File: src/rtl/ext_irq_pkg.sv
`timescale 1ns/1ps
package ext_irq_pkg;
   typedef enum logic {
      EDGE_FALL = 1'b0,
      EDGE_RISE = 1'b1
   } edge_pol_e;

   localparam int unsigned EXT_VEC_W  = 12;
   localparam logic [11:0] EXT_IRQ_VEC = 12'h003;
endpackage

File: src/rtl/eirq_sync.sv
`timescale 1ns/1ps
module eirq_sync #(
   parameter int unsigned STAGES  = 2,
   parameter logic        RST_LVL = 1'b0
) (
   input  logic clk_i,
   input  logic rst_ni,
   input  logic d_i,
   output logic q_o
);
   generate
      if (STAGES < 2) begin : g_bad_stages
         $error("eirq_sync: STAGES must be at least 2");
      end
   endgenerate

   logic [STAGES-1:0] stg_q;

   always_ff @(posedge clk_i or negedge rst_ni) begin
      if (!rst_ni) stg_q <= {STAGES{RST_LVL}};
      else         stg_q <= {stg_q[STAGES-2:0], d_i};
   end

   assign q_o = stg_q[STAGES-1];
endmodule

File: src/rtl/eirq_filter.sv
`timescale 1ns/1ps
module eirq_filter #(
   parameter int unsigned DEPTH   = 2,
   parameter logic        RST_LVL = 1'b0
) (
   input  logic clk_i,
   input  logic rst_ni,
   input  logic d_i,
   input  logic bypass_i,
   output logic q_o
);
   localparam int unsigned HW = (DEPTH > 1) ? DEPTH - 1 : 1;

   generate
      if (DEPTH < 2) begin : g_bad_depth
         $error("eirq_filter: DEPTH must be at least 2");
      end
   endgenerate

   logic [HW-1:0] hist_q;
   logic          agree;
   logic          filt_q;

   // History of the most recent DEPTH-1 samples, newest in bit 0.
   generate
      if (HW == 1) begin : g_hist_one
         always_ff @(posedge clk_i or negedge rst_ni) begin
            if (!rst_ni) hist_q <= RST_LVL;
            else         hist_q <= d_i;
         end
      end else begin : g_hist_many
         always_ff @(posedge clk_i or negedge rst_ni) begin
            if (!rst_ni) hist_q <= {HW{RST_LVL}};
            else         hist_q <= {hist_q[HW-2:0], d_i};
         end
      end
   endgenerate

   assign agree = (hist_q == {HW{d_i}});

   // In bypass the filtered level tracks the input so leaving bypass is seamless.
   always_ff @(posedge clk_i or negedge rst_ni) begin
      if (!rst_ni)                  filt_q <= RST_LVL;
      else if (bypass_i || agree)   filt_q <= d_i;
   end

   assign q_o = bypass_i ? d_i : filt_q;

   // a change of the filtered level is backed by two equal samples
   assert_filt_two_samples_R3: assert property (@(posedge clk_i) disable iff (!rst_ni)
      ($past(!bypass_i) && (filt_q != $past(filt_q)))
         |-> (($past(d_i) == filt_q) && ($past(d_i, 2) == filt_q)));
endmodule

File: src/rtl/eirq_edge.sv
`timescale 1ns/1ps
module eirq_edge (
   input  logic clk_i,
   input  logic rst_ni,
   input  logic level_i,
   input  logic sel_i,
   output logic irq_o
);
   import ext_irq_pkg::*;

   edge_pol_e pol;
   logic      norm;
   logic      prev_q;
   logic      sel_q;
   logic      irq_q;

   assign pol  = edge_pol_e'(sel_i);
   // Normalised level: a rise of norm is always the active edge.
   assign norm = (pol == EDGE_RISE) ? level_i : ~level_i;

   always_ff @(posedge clk_i or negedge rst_ni) begin
      if (!rst_ni) begin
         prev_q <= 1'b1;
         sel_q  <= 1'b1;
         irq_q  <= 1'b0;
      end else begin
         prev_q <= norm;
         sel_q  <= sel_i;
         // A select change flips norm; the stale history must not count as an edge.
         irq_q  <= (sel_i == sel_q) && norm && !prev_q;
      end
   end

   assign irq_o = irq_q;

   // request is a single-cycle pulse
   assert_single_cycle_R7: assert property (@(posedge clk_i) disable iff (!rst_ni)
      irq_o |=> !irq_o);

   // a select change alone never raises a request
   assert_no_sel_glitch_R8: assert property (@(posedge clk_i) disable iff (!rst_ni)
      (sel_i != $past(sel_i)) |=> !irq_o);

   // the level behind a request matches the chosen polarity
   assert_polarity_R2: assert property (@(posedge clk_i) disable iff (!rst_ni)
      irq_o |-> ($past(level_i) == $past(sel_i)));
endmodule

File: src/rtl/ext_irq_conditioner.sv
`timescale 1ns/1ps
module ext_irq_conditioner #(
   parameter int unsigned        SYNC_STAGES = 2,
   parameter int unsigned        FILT_DEPTH  = 2,
   parameter logic               RST_LVL     = 1'b0,
   parameter int unsigned        VEC_W       = ext_irq_pkg::EXT_VEC_W,
   parameter logic [VEC_W-1:0]   VECTOR      = VEC_W'(ext_irq_pkg::EXT_IRQ_VEC)
) (
   input  logic             clk_i,
   input  logic             rst_ni,
   input  logic             pin_i,
   input  logic             edge_sel_i,
   input  logic             lowxtal_i,
   input  logic             filt_en_i,
   output logic             irq_o,
   output logic [VEC_W-1:0] vec_o
);
   generate
      if (VEC_W < 2) begin : g_bad_vec
         $error("ext_irq_conditioner: VEC_W must hold the vector 0x003");
      end
   endgenerate

   logic pin_sync;
   logic level;
   logic bypass;

   assign bypass = lowxtal_i || !filt_en_i;

   eirq_sync #(
      .STAGES  (SYNC_STAGES),
      .RST_LVL (RST_LVL)
   ) u_sync (
      .clk_i  (clk_i),
      .rst_ni (rst_ni),
      .d_i    (pin_i),
      .q_o    (pin_sync)
   );

   eirq_filter #(
      .DEPTH   (FILT_DEPTH),
      .RST_LVL (RST_LVL)
   ) u_filter (
      .clk_i    (clk_i),
      .rst_ni   (rst_ni),
      .d_i      (pin_sync),
      .bypass_i (bypass),
      .q_o      (level)
   );

   eirq_edge u_edge (
      .clk_i   (clk_i),
      .rst_ni  (rst_ni),
      .level_i (level),
      .sel_i   (edge_sel_i),
      .irq_o   (irq_o)
   );

   assign vec_o = VECTOR;

   // in bypass a synchronised rise with rising select reaches irq_o next cycle
   assert_bypass_pass_R4: assert property (@(posedge clk_i) disable iff (!rst_ni)
      (bypass && edge_sel_i && $past(edge_sel_i) && pin_sync && !$past(pin_sync)
       && $past(bypass)) |=> irq_o);
endmodule

File: config.mk
export PLATFORM = sky130hd
export DESIGN_NAME = ext_irq_conditioner
export DESIGN_NICKNAME = d
export VERILOG_FILES = /design/src/rtl/ext_irq_pkg.sv /design/src/rtl/eirq_sync.sv /design/src/rtl/eirq_filter.sv /design/src/rtl/eirq_edge.sv /design/src/rtl/ext_irq_conditioner.sv
export SDC_FILE = /design/constraint.sdc
export NUM_CORES = 1
export LEC_CHECK = 0
export BUFFER_PORTS_ARGS = -buffer_cell sky130_fd_sc_hd__buf_2
export CAP_MARGIN = 10
export CORE_AREA = 2 2 39 41
export CTS_BUF_LIST = sky130_fd_sc_hd__clkbuf_8
export DETAILED_ROUTE_END_ITERATION = 12
export DIE_AREA = 0 0 41 43
export RECOVER_POWER = 25
export SYNTH_ARGS = -nofsm -noshare
export SYNTH_HDL_FRONTEND = slang
export SYNTH_SLANG_ARGS = --single-unit
File: constraint.sdc
create_clock -name clk_i -period 1.99 [get_ports clk_i]
set_input_delay 0.398 -clock clk_i [delete_from_list [all_inputs] [get_ports clk_i]]
set_output_delay 0.398 -clock clk_i [all_outputs]
set_load 0.02 [all_outputs]
Word level (Yosys, flattened, before mapping)
Index checks and enable logic that the tools add are counted.

Register bits: 7. Input port bits: 6. Output and inout port bits: 13. Logic and storage cells: 17.

Eq/ne operators: 2. Muxes and demuxes: 2. Bitwise operators: 1. Reductions and logical operators: 6.

Operators with widths (number): 1-bit equality test (2); 1-bit logical AND (2); 1-bit zero test (2); 1-bit logical OR (2); 1-bit two-way mux (2); 1-bit NOT (1).

Depth between registers and ports, before layout
Gate-level depths: netlist (run 1).

Depth after elaboration: 7. Depth in mapped cells: 3.

By module
A second synthesis (run 1) with hierarchy kept.

Cell total of the unflattened synthesis: 31. Area total of the unflattened synthesis: 340.3 um^2.

By module, submodules not included: ext_irq_conditioner (times used 1, cells each 15, area each 103.8 um^2); eirq_edge (times used 1, cells each 7, area each 102.6 um^2); eirq_filter (times used 1, cells each 7, area each 83.8 um^2); eirq_sync (times used 1, cells each 2, area each 50.0 um^2).

Worst setup path before layout (run 1)
Ideal clock, no wire load.

Path kind: input-to-reg. Start point: input port lowxtal_i. End point: register u_edge.irq_q (netlist: u_edge.irq_o). Arrival: 0.899 ns. Required time: 1.911 ns. Slack: 1.012 ns. Stages: 3. Cell sequence: nand2b_1 a21oi_2 mux2i_1.

Longest elaborated chain between the ends: 6.

RTL lines: from (decl) (RTL line ext_irq_conditioner.sv:13) `input logic lowxtal_i,`; 1-bit logical OR * (RTL line ext_irq_conditioner.sv:28) `assign bypass = lowxtal_i || !filt_en_i;`; 1-bit two-way mux * (RTL line eirq_filter.sv:47) `assign q_o = bypass_i ? d_i : filt_q;`; 1-bit NOT (RTL line eirq_edge.sv:19) `assign norm = (pol == EDGE_RISE) ? level_i : ~level_i;`; 1-bit two-way mux * (RTL line eirq_edge.sv:19); 1-bit logical AND * (2 in a row) (RTL line eirq_edge.sv:30) `irq_q <= (sel_i == sel_q) && norm && !prev_q;`; to (signal assigned) (RTL line eirq_edge.sv:30); to (decl) (RTL line eirq_edge.sv:15) `logic irq_q;`.

Every way passes the cells marked *; elsewhere a longest branch is shown, timed or not. A chain may end at the register's enable or synchronous reset.

Worst setup path in the final report (run 1)
Start point: register u_edge.irq_q (netlist: u_edge.irq_o). End point: output port irq_o.

RTL lines: to (decl) (RTL line ext_irq_conditioner.sv:15) `output logic irq_o,`.

No word-level cell between the ends.

==> results of run 1 <==
final cells by class:
| class | instances | share of cell area, % |
|---|---|---|
| multi-input combinational | 22 | 29.8 |
| tap | 16 | 5.18 |
| sequential | 7 | 46.0 |
| clock buffer | 3 | 10.7 |
| timing repair buffer | 6 | 7.44 |
| clock inverter | 1 | 0.971 |
routing by layer:
metal / global-route usage (%) / share of wire (%) / vias up
met2: 5.63 / 37 / 13
met5: 0 / 0 / -
met4: 4.00 / 0 / 0
met1: 7.36 / 51 / 81
li1: - / - / 89
met3: 6.28 / 12 / 0
where the power goes:
group	total, mW	switching (mW)	internal, mW	leakage [nW]
registers	0.160	0.00398	0.156	0.0805
clock network	0.188	0.0556	0.133	0.0269
logic	0.0446	0.0332	0.0114	0.0909
total	0.393	0.0928	0.300	0.198
kinds of logic after synthesis:
logic type,after synthesis
xor gates and xnor gates,1
DFF,7
other,2
muxes,1
buffers and inverters,12
AOI/OAI and AO/OA,3
and+or+nand+nor,5
metrics by stage:
stage | instance area [µm²] | hold slack (ns) | utilization [%]
after floorplan | 383 | 0.102 | -
after global placement | 343 | 0.235 | 24.8
after detailed placement | 343 | 0.239 | 24.8
after CTS | 388 | 0.00201 | 28.0
after global routing | 387 | 0.0959 | 27.9
final | 387 | 0.0662 | 27.9
worst paths after layout:
check	end	startpoint	cells past startpoint	slack, ns
worst max-delay path	irq_o	u_edge.irq_o	1	0.87
worst min-delay path	u_filter.hist_q	rst_ni	1	0.07
worst max register to register	u_edge.irq_o	u_filter.filt_q	3	0.98
worst min register to register	u_sync.stg_q[1]	u_sync.stg_q[0]	0	0.34
max in group asynchronous	u_edge.prev_q	rst_ni	1	1.61
min in group clk_i	u_sync.stg_q[0]	pin_i	1	0.28
sequential cells by signal (all words and copies together) (netlist names):
signal,flops
u_filter.hist_q,1
u_edge.sel_q,1
u_edge.irq_o,1
u_sync.stg_q,2
u_filter.filt_q,1
u_edge.prev_q,1
synthesized netlist by cell type, drive strengths merged:
master,instances
buf,12
dfrtp,5
conb,2
dfstp,2
o21ai,2
a21oi,1
and3b,1
mux2i,1
nand2,1
nand2b,1
nand3b,1
or3,1
xor2,1
placed cells by master, fill, tap and decap left out:
cell,instances
sky130_fd_sc_hd__dfstp_2,2
sky130_fd_sc_hd__clkbuf_1,1
sky130_fd_sc_hd__nand2b_1,1
sky130_fd_sc_hd__mux2i_1,1
sky130_fd_sc_hd__conb_1,12
sky130_fd_sc_hd__buf_2,5
sky130_fd_sc_hd__clkbuf_8,3
sky130_fd_sc_hd__a21oi_2,1
sky130_fd_sc_hd__dfrtp_1,5
sky130_fd_sc_hd__nand3b_1,1
sky130_fd_sc_hd__and3b_1,1
sky130_fd_sc_hd__or3_1,1
sky130_fd_sc_hd__o21ai_1,1
sky130_fd_sc_hd__xor2_1,1
sky130_fd_sc_hd__o21ai_0,1
sky130_fd_sc_hd__nand2_1,1
sky130_fd_sc_hd__inv_1,1
==> results.txt, run 1 <==
----------------------------------------------------
[Status]
  Outcome ... complete, no violations

[CTS]
  Number of clock sinks seen by CTS ... 7
  H-tree levels ... 1
  Root buffer cell ... sky130_fd_sc_hd__clkbuf_8
  Register clock-pin slew on the reported worst setup and hold paths ... roughly 0.04 ns
  Quantity of hold-fixing buffers added after cts ... 0
  Gates resized, CTS repair ... 0
  Post CTS Setup Buffer Count ... 0
  Maximum buffer depth of the clock tree ... 2
  Cts bufs inserted ... 3
  Skew-Pair Late Insertion Delay ... 0.22 ns
  CTS tree ... built

[Placed design]
  Worst setup timing slack at the placement stage ... about 0.85 ns
  Global placement routability congestion ... roughly 0.7
  Placed Instances ... 51
  HPWL after detailed placement ... between 300 and 400 µm
  IO buf count ... 6

[Global routing]
  Aggregate global routing overflow ... 0
  Largest net degree at the start of global routing ... 8
  Overall Global Routing Usage ... under 10%
  Number of global-route vias before repair ... about 150
  Antenna violations before repair ... 0
  Global-route wire length before repair ... 621 µm

[Floorplan]
  Die Ht ... between 40 and 50 µm
  Total I/O pin count ... 19
  Initial Util ... 25.0%
  Width of the chip ... 41 µm
  Standard-cell row count ... 14
  Die outline area ... around 1800 µm²
  Area of the placeable core ... 1380 µm²

[Logic synthesis]
  Post-synthesis cell area ... ~350 µm²
  Post-synthesis compound-gate area fraction ... approximately 5.4%
  Number of instances in the synthesized netlist ... 31
  Total of flip-flops plus latches after synthesis ... 7
  Largest family of logic cells by synthesized area ... buffers and inverters
  Post-synthesis cell type with the largest combined area ... sky130_fd_sc_hd__dfrtp_1
  Cells taking the most area after synthesis ... sky130_fd_sc_hd__dfrtp_1, sky130_fd_sc_hd__buf_4, sky130_fd_sc_hd__dfstp_2, sky130_fd_sc_hd__mux2i_1, sky130_fd_sc_hd__a21oi_2
  Portion of netlist area occupied by mux cells ... 2.90%
  Yosys warning count ... 0
  Synth Area per Inst ... 11.1 µm²
  Fraction of the mapped netlist area in simple logic gates ... 9.42%
  Xor/xnor cell area share of the yosys netlist ... 2.54%
  Portion of the post-synthesis area used by sequential elements ... 51.4%
  Synthesized-area fraction occupied by adder cells ... 0%
  Yosys cell types ... 14
  Post-synth top area share ... between 30% and 40%

[Detailed routing]
  Drt first-iter violations ... 2
  Drt first pass iters ... 2
  Via count ... roughly 180
  Total routed wirelength ... 424 µm
  Post-route ant nets ... 0
  Wire per inst ... ~7.7 µm
  DR DRC count ... 0
  Average via count per standard cell ... 3.33

[Timing]
  Setup slack of the critical path after layout ... 0.874 ns
  Fmax ... between 0.8 and 0.9 GHz
  Count of pins over their slew limit ... 0
  Unrepaired setup endpoints after global routing ... false
  Final worst path period share ... between 50% and 60%
  Total setup violations reported at the end of the flow ... 0
  Final Critical Period ... around 1.1 ns
  Worst clock skew on the final layout ... 0.00345 ns
  Total negative slack for setup checks ... 0 ns
  Endpoints failing hold ... 0

[Run]
  Number of max-capacitance violations reported ... 0

[Critical path]
  Worst path slowest cell ... sky130_fd_sc_hd__dfrtp_1
  Count of buffer and inverter cells on the critical path ... 1
  Critical path's top delay family ... flip-flops
  Required time of the worst setup path ... ~1.6 ns
  Cells traversed along the worst timing path ... buf_2
  CP Max Fanout ... 1
  Endpoint kind of the worst setup timing path ... output port
  Slowest stage delay, CP ... around 0.34 ns
  Critical Path Start Type ... flip-flop
  Arrival @ worst endpoint ... just over 0.7 ns
  Type of the worst setup path ... reg -> out

[Finish]
  Share of final-layout standard cells stronger than drive strength 1 ... between 20 and 30%
  Fin cells ... 55
  Number of antenna diodes ... 0
  Number of nets in the layout ... 46
  Synth-to-layout area growth ... 12.0%
  Combined area of the multi-input logic cells ... 115 µm²
  Fillers ... 149
  Storage cell area ... 178 µm²

[Power and ir drop]
  Total power per unit cell area ... 1020 nW/µm²
  Leakage power ... between 0.15 and 0.2 nW
  Worst IR drop on VDD ... ~0.71 mV
  Post-layout total power ... roughly 0.39 mW

[Worst hold path]
  Type of the worst min-delay path ... in -> async

----------------------------------------------------
Power figures use the tool's default switching activity.
==> run 2: changes to the inputs <==
clock period = 1.1 ns   (was 1.99 ns; I/O delays follow)
==> results.txt, run 2 (same netlist as run 1, synthesis figures left out) <==
----------------------------------------------------
[Critical path]
  Endpoint kind of the worst setup timing path ... flip-flop
  Arrival @ worst endpoint ... about 1.2 ns
  Slowest stage delay, CP ... approximately 0.36 ns
  Cells traversed along the worst timing path ... and3b_1 -> a21oi_2 -> mux2i_1
  Worst path slowest cell ... sky130_fd_sc_hd__dfrtp_1
  Required time of the worst setup path ... 1.25 ns
  Critical Path Start Type ... flip-flop
  Worst Reg-to-Reg Cells ... 3
  Type of the worst setup path ... reg -> reg
  CP Max Fanout ... 2

[Floorplan]
  Die Ht ... ~43 µm
  Initial Util ... 25.0%
  Width of the chip ... around 40 µm
  Standard-cell row count ... 14
  Total I/O pin count ... 19
  Area of the placeable core ... between 1000 and 1500 µm²
  Die outline area ... between 1500 and 2000 µm²

[Detailed routing]
  Drt first pass iters ... 1
  Post-route ant nets ... 0
  Via count ... 186
  Wire per inst ... 7.05 µm
  DR DRC count ... 0
  Average via count per standard cell ... between 3 and 4
  Total routed wirelength ... 395 µm
  Drt first-iter violations ... 0

[Placed design]
  Placed Instances ... between 50 and 60
  IO buf count ... 6
  Global placement routability congestion ... around 0.70
  HPWL after detailed placement ... 288 µm

[Finish]
  Number of flip-flops under the largest register name ... 2
  Number of nets in the layout ... 47
  Commonest non-fill, non-tap cells in the layout ... sky130_fd_sc_hd__conb_1, sky130_fd_sc_hd__buf_2, sky130_fd_sc_hd__dfrtp_1, sky130_fd_sc_hd__clkbuf_8, sky130_fd_sc_hd__dfstp_2
  Fin cells ... 56
  Number of antenna diodes ... 0
  Synth-to-layout area growth ... 14.9%
  Share of final-layout standard cells stronger than drive strength 1 ... ~28%
  Leading cell type in the layout, fill and taps excluded ... sky130_fd_sc_hd__conb_1
  Final core occ ... 28.7%
  Register bank with the most flops ... u_sync.stg_q

[Power and ir drop]
  Leakage power ... 0.202 nW
  Post-layout total power ... around 0.71 mW
  Proportion of power drawn by combinational gates ... between 10% and 20%
  Worst IR drop on VDD ... between 1 and 1.5 mV
  Sequential Power Share ... 40.7%
  Part of the power in the clock network ... a little under half
  P_sw ... roughly 0.17 mW
  Share of total power consumed by net switching ... a little under a quarter
  Total power per unit cell area ... about 1800 nW/µm²
  Cell-internal power ... 0.545 mW

[CTS]
  Register clock-pin slew on the reported worst setup and hold paths ... around 0.040 ns
  Cts bufs inserted ... 3
  Number of clock sinks seen by CTS ... 7
  Root buffer cell ... sky130_fd_sc_hd__clkbuf_8
  H-tree levels ... 1
  Skew-Pair Late Insertion Delay ... between 0.2 and 0.25 ns
  Gates resized, CTS repair ... 0
  CTS tree ... built
  Maximum buffer depth of the clock tree ... 2

[Timing]
  Worst clock skew on the final layout ... approximately 0.0018 ns
  Total negative slack for setup checks ... 0 ns
  Endpoints failing hold ... 0
  Fmax ... 1.00 GHz
  Count of pins over their slew limit ... 0
  Total setup violations reported at the end of the flow ... 0
  Unrepaired setup endpoints after global routing ... false
  Final worst path period share ... between 90% and 100%
  Final Critical Period ... about 1.0 ns

[Global routing]
  Antenna violations before repair ... 0
  Number of global-route vias before repair ... between 150 and 200
  Overall Global Routing Usage ... around 6.0%
  Largest net degree at the start of global routing ... 8
  Aggregate global routing overflow ... 0
  Global-route wire length before repair ... about 600 µm

[Status]
  Outcome ... complete, no violations

[Run]
  Number of max-capacitance violations reported ... 0

[Worst hold path]
  Hold Crit Depth ... 1
  Type of the worst min-delay path ... in -> reg

----------------------------------------------------
[run 2: changes by cell type in the layout (fill, tap and decap cells not counted)]
cell	change
sky130_fd_sc_hd__dlygate4sd3_1	+1
[run 2: path summary, 6_finish.rpt]
kind	startpoint	end	slack [ns]
max in group asynchronous	rst_ni	u_edge.prev_q	0.52
worst max-delay path	u_filter.filt_q	u_edge.irq_o	0.10
worst max register to register	u_filter.filt_q	u_edge.irq_o	0.10
worst min-delay path	pin_i	u_sync.stg_q[0]	0.10
min in group asynchronous	rst_ni	u_edge.irq_o	0.36
worst min register to register	u_sync.stg_q[0]	u_sync.stg_q[1]	0.34
[run 2: final cells by class]
class | instances | area, µm²
Multi-Input combinational cell | 22 | 115
Tap cell | 16 | 20.0
Sequential cell | 7 | 178
Fill cell | 147 | 987
Clock buffer | 3 | 41.3
Clock inverter | 1 | 3.75
Timing Repair Buffer | 7 | 38.8
[run 2: critical path: cells and delay by family (launching register included)]
family / cells / cell delay (ns)
flops: 1 / 0.36
simple gates: 1 / 0.20
mux: 1 / 0.19
compound gates: 1 / 0.17
[run 2: through the flow]
step	setup WS, ns	area, µm²	hold WS (ns)
3_5_place_dp	0.111	343	0.0588
6_report	0.101	397	0.104
5_1_grt	0.0244	397	0.0864
3_3_place_gp	0.101	343	0.0562
4_1_cts	0.0963	398	0.0970
2_1_floorplan	0.163	383	-0.0756
[run 2: timing repair]
item | in CTS | in global routing
hold buffers | 1 | 0
hold endpoints to repair | 5 | 0
buffers inserted | 0 | 0
[run 2: routing by layer]
| metal | global-route usage (%) | share of wire, % | up-vias |
|---|---|---|---|
| li1 | - | - | 91 |
| met1 | 5.32 | 48 | 82 |
| met2 | 6.88 | 39 | 13 |
| met3 | 6.28 | 13 | 0 |
| met4 | 6.00 | 0 | 0 |
| met5 | 0 | 0 | - |
[run 2: power by group through the flow]
stage / sequential, mW / combinational (mW) / clock [mW]
2_1_floorplan: 0.295 / 0.0892 / 0
3_3_place_gp: 0.292 / 0.0797 / 0
3_5_place_dp: 0.293 / 0.0804 / 0
4_1_cts: 0.289 / 0.0834 / 0.355
5_1_grt: 0.291 / 0.0936 / 0.382
6_report: 0.289 / 0.0827 / 0.339
